**src/rtl/uart_tx_pkg.sv**
```systemverilog
package uart_tx_pkg;

    typedef struct packed {
        logic [1:0] len;       // 0..3 selects 5..8 data bits
        logic       par_inh;   // no parity bit when set
        logic       par_even;  // even parity when set
        logic       stop_sel;  // long stop time when set
    } fmt_t;

    typedef enum logic [2:0] {
        ST_IDLE,
        ST_START,
        ST_DATA,
        ST_PARITY,
        ST_STOP
    } tx_state_e;

endpackage

```
**src/rtl/uart_tx_fmt.sv**
```systemverilog
module uart_tx_fmt
    import uart_tx_pkg::*;
(
    input  logic clk_i,
    input  logic rst_i,
    input  logic load_i,
    input  fmt_t fmt_i,
    output fmt_t fmt_o
);

    fmt_t fmt_d, fmt_q;

    always_comb begin
        fmt_d = fmt_q;
        if (load_i) begin
            fmt_d = fmt_i;
        end
    end

    always_ff @(posedge clk_i or posedge rst_i) begin
        if (rst_i) begin
            fmt_q <= '0;
        end else begin
            fmt_q <= fmt_d;
        end
    end

    assign fmt_o = fmt_q;


    fmt_hold_chk: assert property (@(posedge clk_i) disable iff (rst_i)
        !load_i |=> $stable(fmt_q));

endmodule

```
**src/rtl/uart_tx_strobe.sv**
```systemverilog
module uart_tx_strobe (
    input  logic clk_i,
    input  logic rst_i,
    input  logic load_n_i,
    output logic rise_o
);

    typedef struct packed {
        logic cur;   // strobe sampled on this edge
        logic prev;  // strobe sampled one edge earlier
    } strb_t;

    strb_t strb_d, strb_q;

    always_comb begin
        strb_d.cur  = load_n_i;
        strb_d.prev = strb_q.cur;
    end

    always_ff @(posedge clk_i or posedge rst_i) begin
        if (rst_i) begin
            strb_q <= '{cur: 1'b1, prev: 1'b1};
        end else begin
            strb_q <= strb_d;
        end
    end

    assign rise_o = strb_q.cur & ~strb_q.prev;

endmodule

```
**src/rtl/uart_tx_engine.sv**
```systemverilog
module uart_tx_engine
    import uart_tx_pkg::*;
#(
    parameter int DATA_W     = 8,
    parameter int OVERSAMPLE = 16
) (
    input  logic              clk_i,
    input  logic              rst_i,
    input  fmt_t              fmt_i,
    input  logic              load_n_i,
    input  logic [DATA_W-1:0] data_i,
    input  logic              start_i,
    output logic              txd_o,
    output logic              buf_empty_o,
    output logic              tx_empty_o
);

    localparam int CYC_W = $clog2(2 * OVERSAMPLE);
    localparam int IDX_W = $clog2(DATA_W);
    localparam logic [CYC_W-1:0] BIT_LAST   = CYC_W'(OVERSAMPLE - 1);
    localparam logic [CYC_W-1:0] STOP15_LAST = CYC_W'(OVERSAMPLE + OVERSAMPLE / 2 - 1);
    localparam logic [CYC_W-1:0] STOP2_LAST = CYC_W'(2 * OVERSAMPLE - 1);
    localparam logic [IDX_W-1:0] IDX_BASE   = IDX_W'(DATA_W - 4);
    localparam logic [IDX_W:0]   CNT_BASE   = (IDX_W + 1)'(DATA_W - 3);

    typedef struct packed {
        tx_state_e         state;
        logic [CYC_W-1:0]  cyc;
        logic [IDX_W-1:0]  idx;
        logic [DATA_W-1:0] hold;
        logic [DATA_W-1:0] shift;
        logic              full;
        logic              par;
        fmt_t              fmt;
        logic              txd;
        logic              empty;
    } eng_t;

    eng_t eng_d, eng_q;

    logic [CYC_W-1:0]  stop_last;
    logic [IDX_W-1:0]  idx_last;
    logic [IDX_W:0]    act_cnt;
    logic [DATA_W-1:0] act_mask;
    logic              par_calc;
    logic              take;

    // stop time and last data index of the frame in flight
    always_comb begin
        if (!eng_q.fmt.stop_sel) begin
            stop_last = BIT_LAST;
        end else if (eng_q.fmt.len == 2'd0) begin
            stop_last = STOP15_LAST;
        end else begin
            stop_last = STOP2_LAST;
        end
        idx_last = IDX_BASE + IDX_W'(eng_q.fmt.len);
    end

    // parity of the buffered byte under the format about to be frozen
    always_comb begin
        act_cnt = CNT_BASE + (IDX_W + 1)'(fmt_i.len);
        for (int i = 0; i < DATA_W; i++) begin
            act_mask[i] = ((IDX_W + 1)'(i) < act_cnt);
        end
        par_calc = (^(eng_q.hold & act_mask)) ^ ~fmt_i.par_even;
    end

    always_comb begin
        eng_d = eng_q;
        take  = 1'b0;

        if (!load_n_i) begin
            eng_d.hold = data_i;
        end

        case (eng_q.state)
            ST_IDLE: begin
                take = eng_q.full;
            end
            ST_START: begin
                eng_d.cyc = eng_q.cyc + 1'b1;
                if (eng_q.cyc == BIT_LAST) begin
                    eng_d.state = ST_DATA;
                    eng_d.cyc   = '0;
                    eng_d.idx   = '0;
                end
            end
            ST_DATA: begin
                eng_d.cyc = eng_q.cyc + 1'b1;
                if (eng_q.cyc == BIT_LAST) begin
                    eng_d.cyc   = '0;
                    eng_d.shift = eng_q.shift >> 1;
                    if (eng_q.idx == idx_last) begin
                        eng_d.state = eng_q.fmt.par_inh ? ST_STOP : ST_PARITY;
                    end else begin
                        eng_d.idx = eng_q.idx + 1'b1;
                    end
                end
            end
            ST_PARITY: begin
                eng_d.cyc = eng_q.cyc + 1'b1;
                if (eng_q.cyc == BIT_LAST) begin
                    eng_d.state = ST_STOP;
                    eng_d.cyc   = '0;
                end
            end
            ST_STOP: begin
                eng_d.cyc = eng_q.cyc + 1'b1;
                if (eng_q.cyc == stop_last) begin
                    eng_d.state = ST_IDLE;
                    eng_d.cyc   = '0;
                    take        = eng_q.full;
                end
            end
            default: begin
                eng_d.state = ST_IDLE;
                eng_d.cyc   = '0;
            end
        endcase

        if (take) begin
            eng_d.state = ST_START;
            eng_d.cyc   = '0;
            eng_d.idx   = '0;
            eng_d.shift = eng_q.hold;
            eng_d.fmt   = fmt_i;
            eng_d.par   = par_calc;
            eng_d.full  = 1'b0;
        end

        if (start_i) begin
            eng_d.full = 1'b1;
        end

        case (eng_d.state)
            ST_START:  eng_d.txd = 1'b0;
            ST_DATA:   eng_d.txd = eng_d.shift[0];
            ST_PARITY: eng_d.txd = eng_d.par;
            default:   eng_d.txd = 1'b1;
        endcase
        eng_d.empty = (eng_d.state == ST_IDLE);
    end

    always_ff @(posedge clk_i or posedge rst_i) begin
        if (rst_i) begin
            eng_q <= '{state: ST_IDLE, cyc: '0, idx: '0, hold: '0, shift: '0,
                       full: 1'b0, par: 1'b0, fmt: '0, txd: 1'b1, empty: 1'b1};
        end else begin
            eng_q <= eng_d;
        end
    end

    assign txd_o       = eng_q.txd;
    assign buf_empty_o = ~eng_q.full;
    assign tx_empty_o  = eng_q.empty;


    idle_line_chk: assert property (@(posedge clk_i) disable iff (rst_i)
        tx_empty_o |-> txd_o);


    start_low_chk: assert property (@(posedge clk_i) disable iff (rst_i)
        $fell(tx_empty_o) |-> !txd_o);


    handover_chk: assert property (@(posedge clk_i) disable iff (rst_i)
        $rose(buf_empty_o) |-> !tx_empty_o && !txd_o);


    stop_bound_chk: assert property (@(posedge clk_i) disable iff (rst_i)
        (eng_q.state == ST_STOP) |-> (eng_q.cyc <= stop_last));

endmodule

```
**src/rtl/uart_tx_core.sv**
```systemverilog
module uart_tx_core
    import uart_tx_pkg::*;
#(
    parameter int DATA_W     = 8,
    parameter int OVERSAMPLE = 16
) (
    input  logic              clk_i,
    input  logic              rst_i,
    input  logic              fmt_load_i,
    input  logic [1:0]        len_sel_i,
    input  logic              par_inh_i,
    input  logic              par_even_i,
    input  logic              stop_sel_i,
    input  logic              load_n_i,
    input  logic [DATA_W-1:0] data_i,
    output logic              txd_o,
    output logic              buf_empty_o,
    output logic              tx_empty_o
);

    fmt_t fmt_pins;
    fmt_t fmt_cur;
    logic strobe_rise;

    assign fmt_pins = '{len: len_sel_i, par_inh: par_inh_i,
                        par_even: par_even_i, stop_sel: stop_sel_i};

    uart_tx_fmt i_fmt (
        .clk_i  (clk_i),
        .rst_i  (rst_i),
        .load_i (fmt_load_i),
        .fmt_i  (fmt_pins),
        .fmt_o  (fmt_cur)
    );

    uart_tx_strobe i_strobe (
        .clk_i    (clk_i),
        .rst_i    (rst_i),
        .load_n_i (load_n_i),
        .rise_o   (strobe_rise)
    );

    uart_tx_engine #(
        .DATA_W     (DATA_W),
        .OVERSAMPLE (OVERSAMPLE)
    ) i_engine (
        .clk_i       (clk_i),
        .rst_i       (rst_i),
        .fmt_i       (fmt_cur),
        .load_n_i    (load_n_i),
        .data_i      (data_i),
        .start_i     (strobe_rise),
        .txd_o       (txd_o),
        .buf_empty_o (buf_empty_o),
        .tx_empty_o  (tx_empty_o)
    );


    load_delay_chk: assert property (@(posedge clk_i) disable iff (rst_i)
        $fell(buf_empty_o) |-> $past(load_n_i, 2) && !$past(load_n_i, 3));

endmodule

```
**config.mk**
```make
export PLATFORM = sky130hd
export DESIGN_NAME = uart_tx_core
export DESIGN_NICKNAME = d
export VERILOG_FILES = /design/src/rtl/uart_tx_pkg.sv /design/src/rtl/uart_tx_fmt.sv /design/src/rtl/uart_tx_strobe.sv /design/src/rtl/uart_tx_engine.sv /design/src/rtl/uart_tx_core.sv
export SDC_FILE = /design/constraint.sdc
export NUM_CORES = 1
export LEC_CHECK = 0
export BUFFER_PORTS_ARGS = -buffer_cell sky130_fd_sc_hd__clkbuf_2
export CELL_PAD_IN_SITES_DETAIL_PLACEMENT = 0
export CELL_PAD_IN_SITES_GLOBAL_PLACEMENT = 1
export CORE_MARGIN = 8
export CORE_UTILIZATION = 47
export DETAILED_ROUTE_END_ITERATION = 16
export GPL_TIMING_DRIVEN = 0
export PLACE_DENSITY = 0.81
export SLEW_MARGIN = 20
export SYNTH_ARGS = -nofsm -noshare
export SYNTH_HDL_FRONTEND = slang
export SYNTH_SLANG_ARGS = --single-unit
```
**constraint.sdc**
```tcl
create_clock -name clk_i -period 2.55 [get_ports clk_i]
set_input_delay 0.255 -clock clk_i [delete_from_list [all_inputs] [get_ports clk_i]]
set_output_delay 0.255 -clock clk_i [all_outputs]
set_load 0.02 [all_outputs]
```
### Yosys cells after proc, flatten, opt, wreduce, memory -nomap -nowiden

Index checks and enable logic that the tools add are counted.
W data, S select, Z words.

* logic and storage cells: 81
* bits of input ports: 17
* output and inout port bits: 3
* bits in registers: 43

* $lt $le $gt $ge: 8
* mux-type cells: 19
* equality and inequality tests: 14
* reduce and logical (&&, ||, !) cells: 10
* bitwise gates (word level): 6
* add/sub/neg operators: 4

Operator list (count)
* $pmux W8 S5: 1
* $mux W11: 3
* $mux W8: 4
* $lt A3 B4 Y1 const A: 4
* $mux W15: 1
* $eq A3 B2 Y1 const B: 4
* $mux W3: 3
* $and A8 B8 Y8: 1
* $lt A1 B4 Y1 const A: 2
* $lt A2 B4 Y1 const A: 2
* $reduce_xor A8 Y1: 1
* $eq A3 B1 Y1 const B: 2
* $logic_not A3 Y1: 2
* $ne A3 B1 Y1 const B: 2
* $pmux W3 S2: 1
* $reduce_bool A2 Y1: 3
* $add A5 B1 Y5 const B: 1
* $eq A5 B4 Y1 const B: 1
* $eq A5 B5 Y1: 1
* $mux W5: 1
* $add A3 B2 Y4 const A: 1
* $mux W4: 1
* $reduce_and A4 Y1: 1
* $add A3 B1 Y3 const B: 1
* 14 further kinds: 17

### Depth between registers and ports, before layout

* depth in word-level cells: 9
* mapped depth: 8

### Hierarchy

Synthesis repeated with hierarchy kept, for this count alone.

* cell total of the unflattened synthesis: 176
* area total of the unflattened synthesis: 2083.2 µm²

By module, submodules not included
* uart_tx_engine: instances 1, seq. area each 878.3 µm², cells an instance 161, area each 1828.0 µm²
* uart_tx_fmt: instances 1, seq. area each 125.1 µm², cells an instance 11, area each 185.2 µm²
* uart_tx_strobe: instances 1, seq. area each 52.6 µm², cells an instance 4, area each 70.1 µm²

### Worst setup path after synthesis

OpenSTA, ideal clock, no wires.

* path kind: register to register
* start point: register i_engine.eng_q[28] (netlist bit)
* end point: register i_engine.eng_q[10] (netlist bit)
* stages on the path, launching flop included: 8
* clock period less this slack: 1971 ps
* data required time: 2432 ps
* arrival time: 1853 ps
* path slack: 579 ps
* cell sequence: dfrtp_1 ha_1 and3_1 ha_1 nand2_1 nor3_1 nor2_2 a21o_1

* word-level cells in the longest chain between the ends: 5

Ends and longest elaborated chain
* start: declaration: RTL line uart_tx_engine.sv:39 `eng_t eng_d, eng_q;`
* start signal: assignment: RTL line uart_tx_engine.sv:147 `eng_q <= '{state: ST_IDLE, cyc: '0, idx: '0, hold: '0, shift: '0,`
* start signal: assignment: RTL line uart_tx_engine.sv:150 `eng_q <= eng_d;`
* $eq A5 B5 Y1: RTL line uart_tx_engine.sv:110 `if (eng_q.cyc == stop_last) begin`
* $mux W1: RTL line uart_tx_engine.sv:110
* $pmux W1 S2: RTL line uart_tx_engine.sv:77 `case (eng_q.state)`
* $reduce_bool A2 Y1 (no source line)
* $reduce_and A2 Y1 (no source line)

Several ways; a longest one is shown, not always the timed one. The select of a mux whose other input is x is not followed.
A chain may end at the register's enable or synchronous reset.

### Worst setup path in the final report

* start point: register i_engine.eng_q[28] (netlist bit)
* end point: register i_engine.eng_q[27] (netlist bit)

* word-level cells in the longest chain between the ends: 5

Ends and longest elaborated chain (RTL line)
* $eq A5 B5 Y1: uart_tx_engine.sv:110
* $mux W1: uart_tx_engine.sv:110
* $pmux W1 S2: uart_tx_engine.sv:77
* $ne A3 B1 Y1 (no source line), or another cell as far along
* $reduce_and A4 Y1 (no source line)

Several ways; a longest one is shown, not always the timed one.

==> run_results.csv <==
group,metric,value,unit
pwr,p_leak,0.001036,uW
sta,fin_crit_sh,88.81,%
sta,slew_headroom,64.75,%
pwr,p_comb_share,30.6,%
setup_path,crit_path_cell_trace,"ha_1 -> and3_1 -> ha_1 -> nand4bb_1 -> a31oi_1 -> nand2_1 -> xor2_1 -> nor3_1",
die,fp.dieH,81.25,um
setup_path,reg2reg_slack,290,ps
die,io_pins,20,
yosys,syn_avg_cell_area,11.84,um^2
detailed_routing,route.detailed.drc,0,
yosys,synth_cells,169,
cts,clock_latency,300,ps
yosys,synth_flop_cell,"dfrtp_1",
pwr,switching_share,33.60,%
yosys,ys_ff_latch,42,
cts,cts_buffer_depth,2,
setup_path,slowest_stage,"dfrtp_1",
yosys,synth_edf_count,0,
yosys,syn-num-nets,190,
detailed_routing,num_vias,1374,
sta,tightest_slew,525.9,ps
cts,cts_buffers,5,
pwr,seq_power_share,49.4,%
final_layout,diodes,0,
setup_path,max_stage_delay,410,ps
status,status,"finished, final reports clean",
sta,slew_viol_final,0,
detailed_routing,via_per_inst,5.540,
sta,fin_crit,2265,ps
final_layout,drive_gt1_share,31.31,%
sta,skew,9.131,ps
setup_path,cpMostUsedCell,"ha_1",
setup_path,required,2760,ps
pwr,p_int,1371,uW
yosys,ys_seq_area_share,52.78,%
cts,root_buffer,"clkbuf_8",
place,io_buffers,19,
pwr,vdd_drop_max,0.4341,mV
global_route,grt_pass1_vias,1462,
sta,fin_tns_setup,0,ps
cts,htreeDepth,2,
detailed_routing,drt_iter0_drc,55,
place,place_congestion,0.8361,
die,start_util,49.31,%
global_route,busiest_layer,"met2",
detailed_routing,wl,3797,um
detailed_routing,drtPass1Iterations,4,
min_path,hp-class,"in2reg",
final_layout,final_cell_mix,"dfrtp_1, clkbuf_2, mux2_2",
yosys,yosysUniqueCellTypes,41,
detailed_routing,ant_nets,0,
sta,grt_setup_unrepaired,"false",
final_layout,areaGrowthSynthToFinish,14.13,%
sta,fmax,441.6,MHz
global_route,met1_usage,13.59,%
die,rows,23,
die,dieWidth,81.25,um
setup_path,critPathKind,"reg2reg",
sta,setup_viol,0,
pwr,power_switching,693.7,uW
cts,clkSinkCount,42,
setup_path,critPathLaunchType,"flip-flop",
final_layout,fin_util,56.28,%
cts,cts_tree,"yes",
die,dieArea,0.006601,mm^2
global_route,grt_use_total,12.59,%
setup_path,crit_path_end_kind,"flip-flop",
yosys,ys_warn_count,0,
yosys,synthArstFlopShare,100.0,%
yosys,yosysTopAreaCellShare,47.53,%
global_route,grt_max_degree,23,
yosys,synth_area_leader_cell,"dfrtp_1",
pwr,power_density,904.2,mW/mm^2
cts,path_clk_slew,80,ps
yosys,yosys-top-cells-area,"dfrtp_1, mux2_2, dfstp_2, xnor2_1, a22o_1",
final_layout,fin_nets,218,
setup_path,cp_max_fo,8,
final_layout,layout_commonest_cell,"dfrtp_1",
global_route,use_met2,22.21,%
global_route,grt_overflow,0,
die,coreArea,0.004058,mm^2
global_route,grt_pass1_wl,6444,um
global_route,antenna_found_initial,0,
setup_path,arrival,2480,ps
cts,post_cts_buffers,0,
sta,hold_viol,0,
pwr,pwr-share-clk,20.0,%
global_route,grt_use_met3,3.753,%
place,dp_hpwl,2867,um
detailed_routing,wire_per_inst,15.31,um
yosys,syn_area,0.002001,mm^2
flow_run,drv_cap,0,
power by group through the flow:
stage	registers [uW]	logic, uW	clock network, uW
CTS	1020	636	430
floorplan	1010	485	0
global route	1040	709	447
finish	1020	632	413
global placement	1020	600	0
detailed placement	1030	635	0
routing by layer:
metal / part of all wire [%] / vias up
met1: 43 / 685
met2: 51 / 19
li1: - / 661
met4: 1.9 / 0
met3: 3.8 / 9
met5: 0 / -
synth_stat cells, drive strengths merged, types with 2 or more instances:
library cell / n
dfrtp: 38
mux2: 18
nand2: 13
xnor2: 12
inv: 8
nor3: 8
o21ai: 8
a21o: 7
a21oi: 6
a22o: 6
nor2: 5
dfstp: 4
ha: 4
buf: 3
a211oi: 2
a31oi: 2
clkbuf: 2
mux2i: 2
nand2b: 2
nor3b: 2
xor2: 2
through the flow:
step	hold WS [ps]	std cells	power [uW]	cell area [um^2]	setup WS, ps
floorplan	259.5	169	1491	2001	579.3
global placement	358.0	238	1618	2158	177.9
detailed placement	295.2	239	1664	2186	136.8
CTS	42.01	248	2084	2278	117.0
global route	41.08	248	2200	2283	43.32
finish	51.51	248	2065	2283	285.5
cells by family after synthesis:
group / Yosys count / share of synthesized area, %
compound gates: 37 / 13.32
xor+xnor: 14 / 6.129
mux: 20 / 11.13
simple gates: 39 / 10.63
buf+inv: 13 / 3.502
fa+ha+maj: 4 / 2.502
flops: 42 / 52.78
what timing repair did:
action | 4_1_cts | 5_1_grt
setup endpoints to repair | 0 | 6
gates resized for setup | 0 | 1
hold buffers | 1 | 0
hold endpoints to repair | 19 | 0
layout make-up:
| cell class | instances | area (um^2) |
|---|---|---|
| Tap cell | 50 | 62.56 |
| Sequential cell | 42 | 1056 |
| Multi-Input combinational cell | 114 | 879.6 |
| Buffer | 5 | 40.04 |
| Fill cell | 362 | 1774 |
| Clock buffer | 6 | 72.57 |
| Timing Repair Buffer | 21 | 132.6 |
| Inverter | 8 | 30.03 |
| Clock inverter | 2 | 10.01 |
sequential cells by signal, summed over array words and instances (netlist names):
| signal | cells |
|---|---|
| i_engine.txd_o | 1 |
| i_strobe.strb_d | 1 |
| i_fmt.fmt_o | 5 |
| i_engine.tx_empty_o | 1 |
| i_strobe.strb_q | 1 |
| i_engine.eng_q | 33 |
critical path: cells and delay by family (launching register included):
| family | cells | cell delay, ps |
|---|---|---|
| and+or+nand+nor | 4 | 700 |
| AOI/OAI and AO/OA | 1 | 380 |
| adders and majority gates | 2 | 540 |
| DFF | 1 | 410 |
| xor gates and xnor gates | 1 | 150 |
final timing paths:
path	depth (start not counted)	startpoint	endpoint
hold / removal	1	load_n_i	i_strobe.strb_d[0]
max in group asynchronous	4	rst_i	i_engine.tx_empty_o
setup reg to reg	8	i_engine.eng_q[28]	i_engine.eng_q[27]
hold reg to reg	0	i_strobe.strb_d[0]	i_strobe.strb_q[0]
min in group asynchronous	3	rst_i	i_engine.eng_q[8]
setup / recovery	8	i_engine.eng_q[28]	i_engine.eng_q[27]
Note: power is estimated with default switching activity, not from simulation.
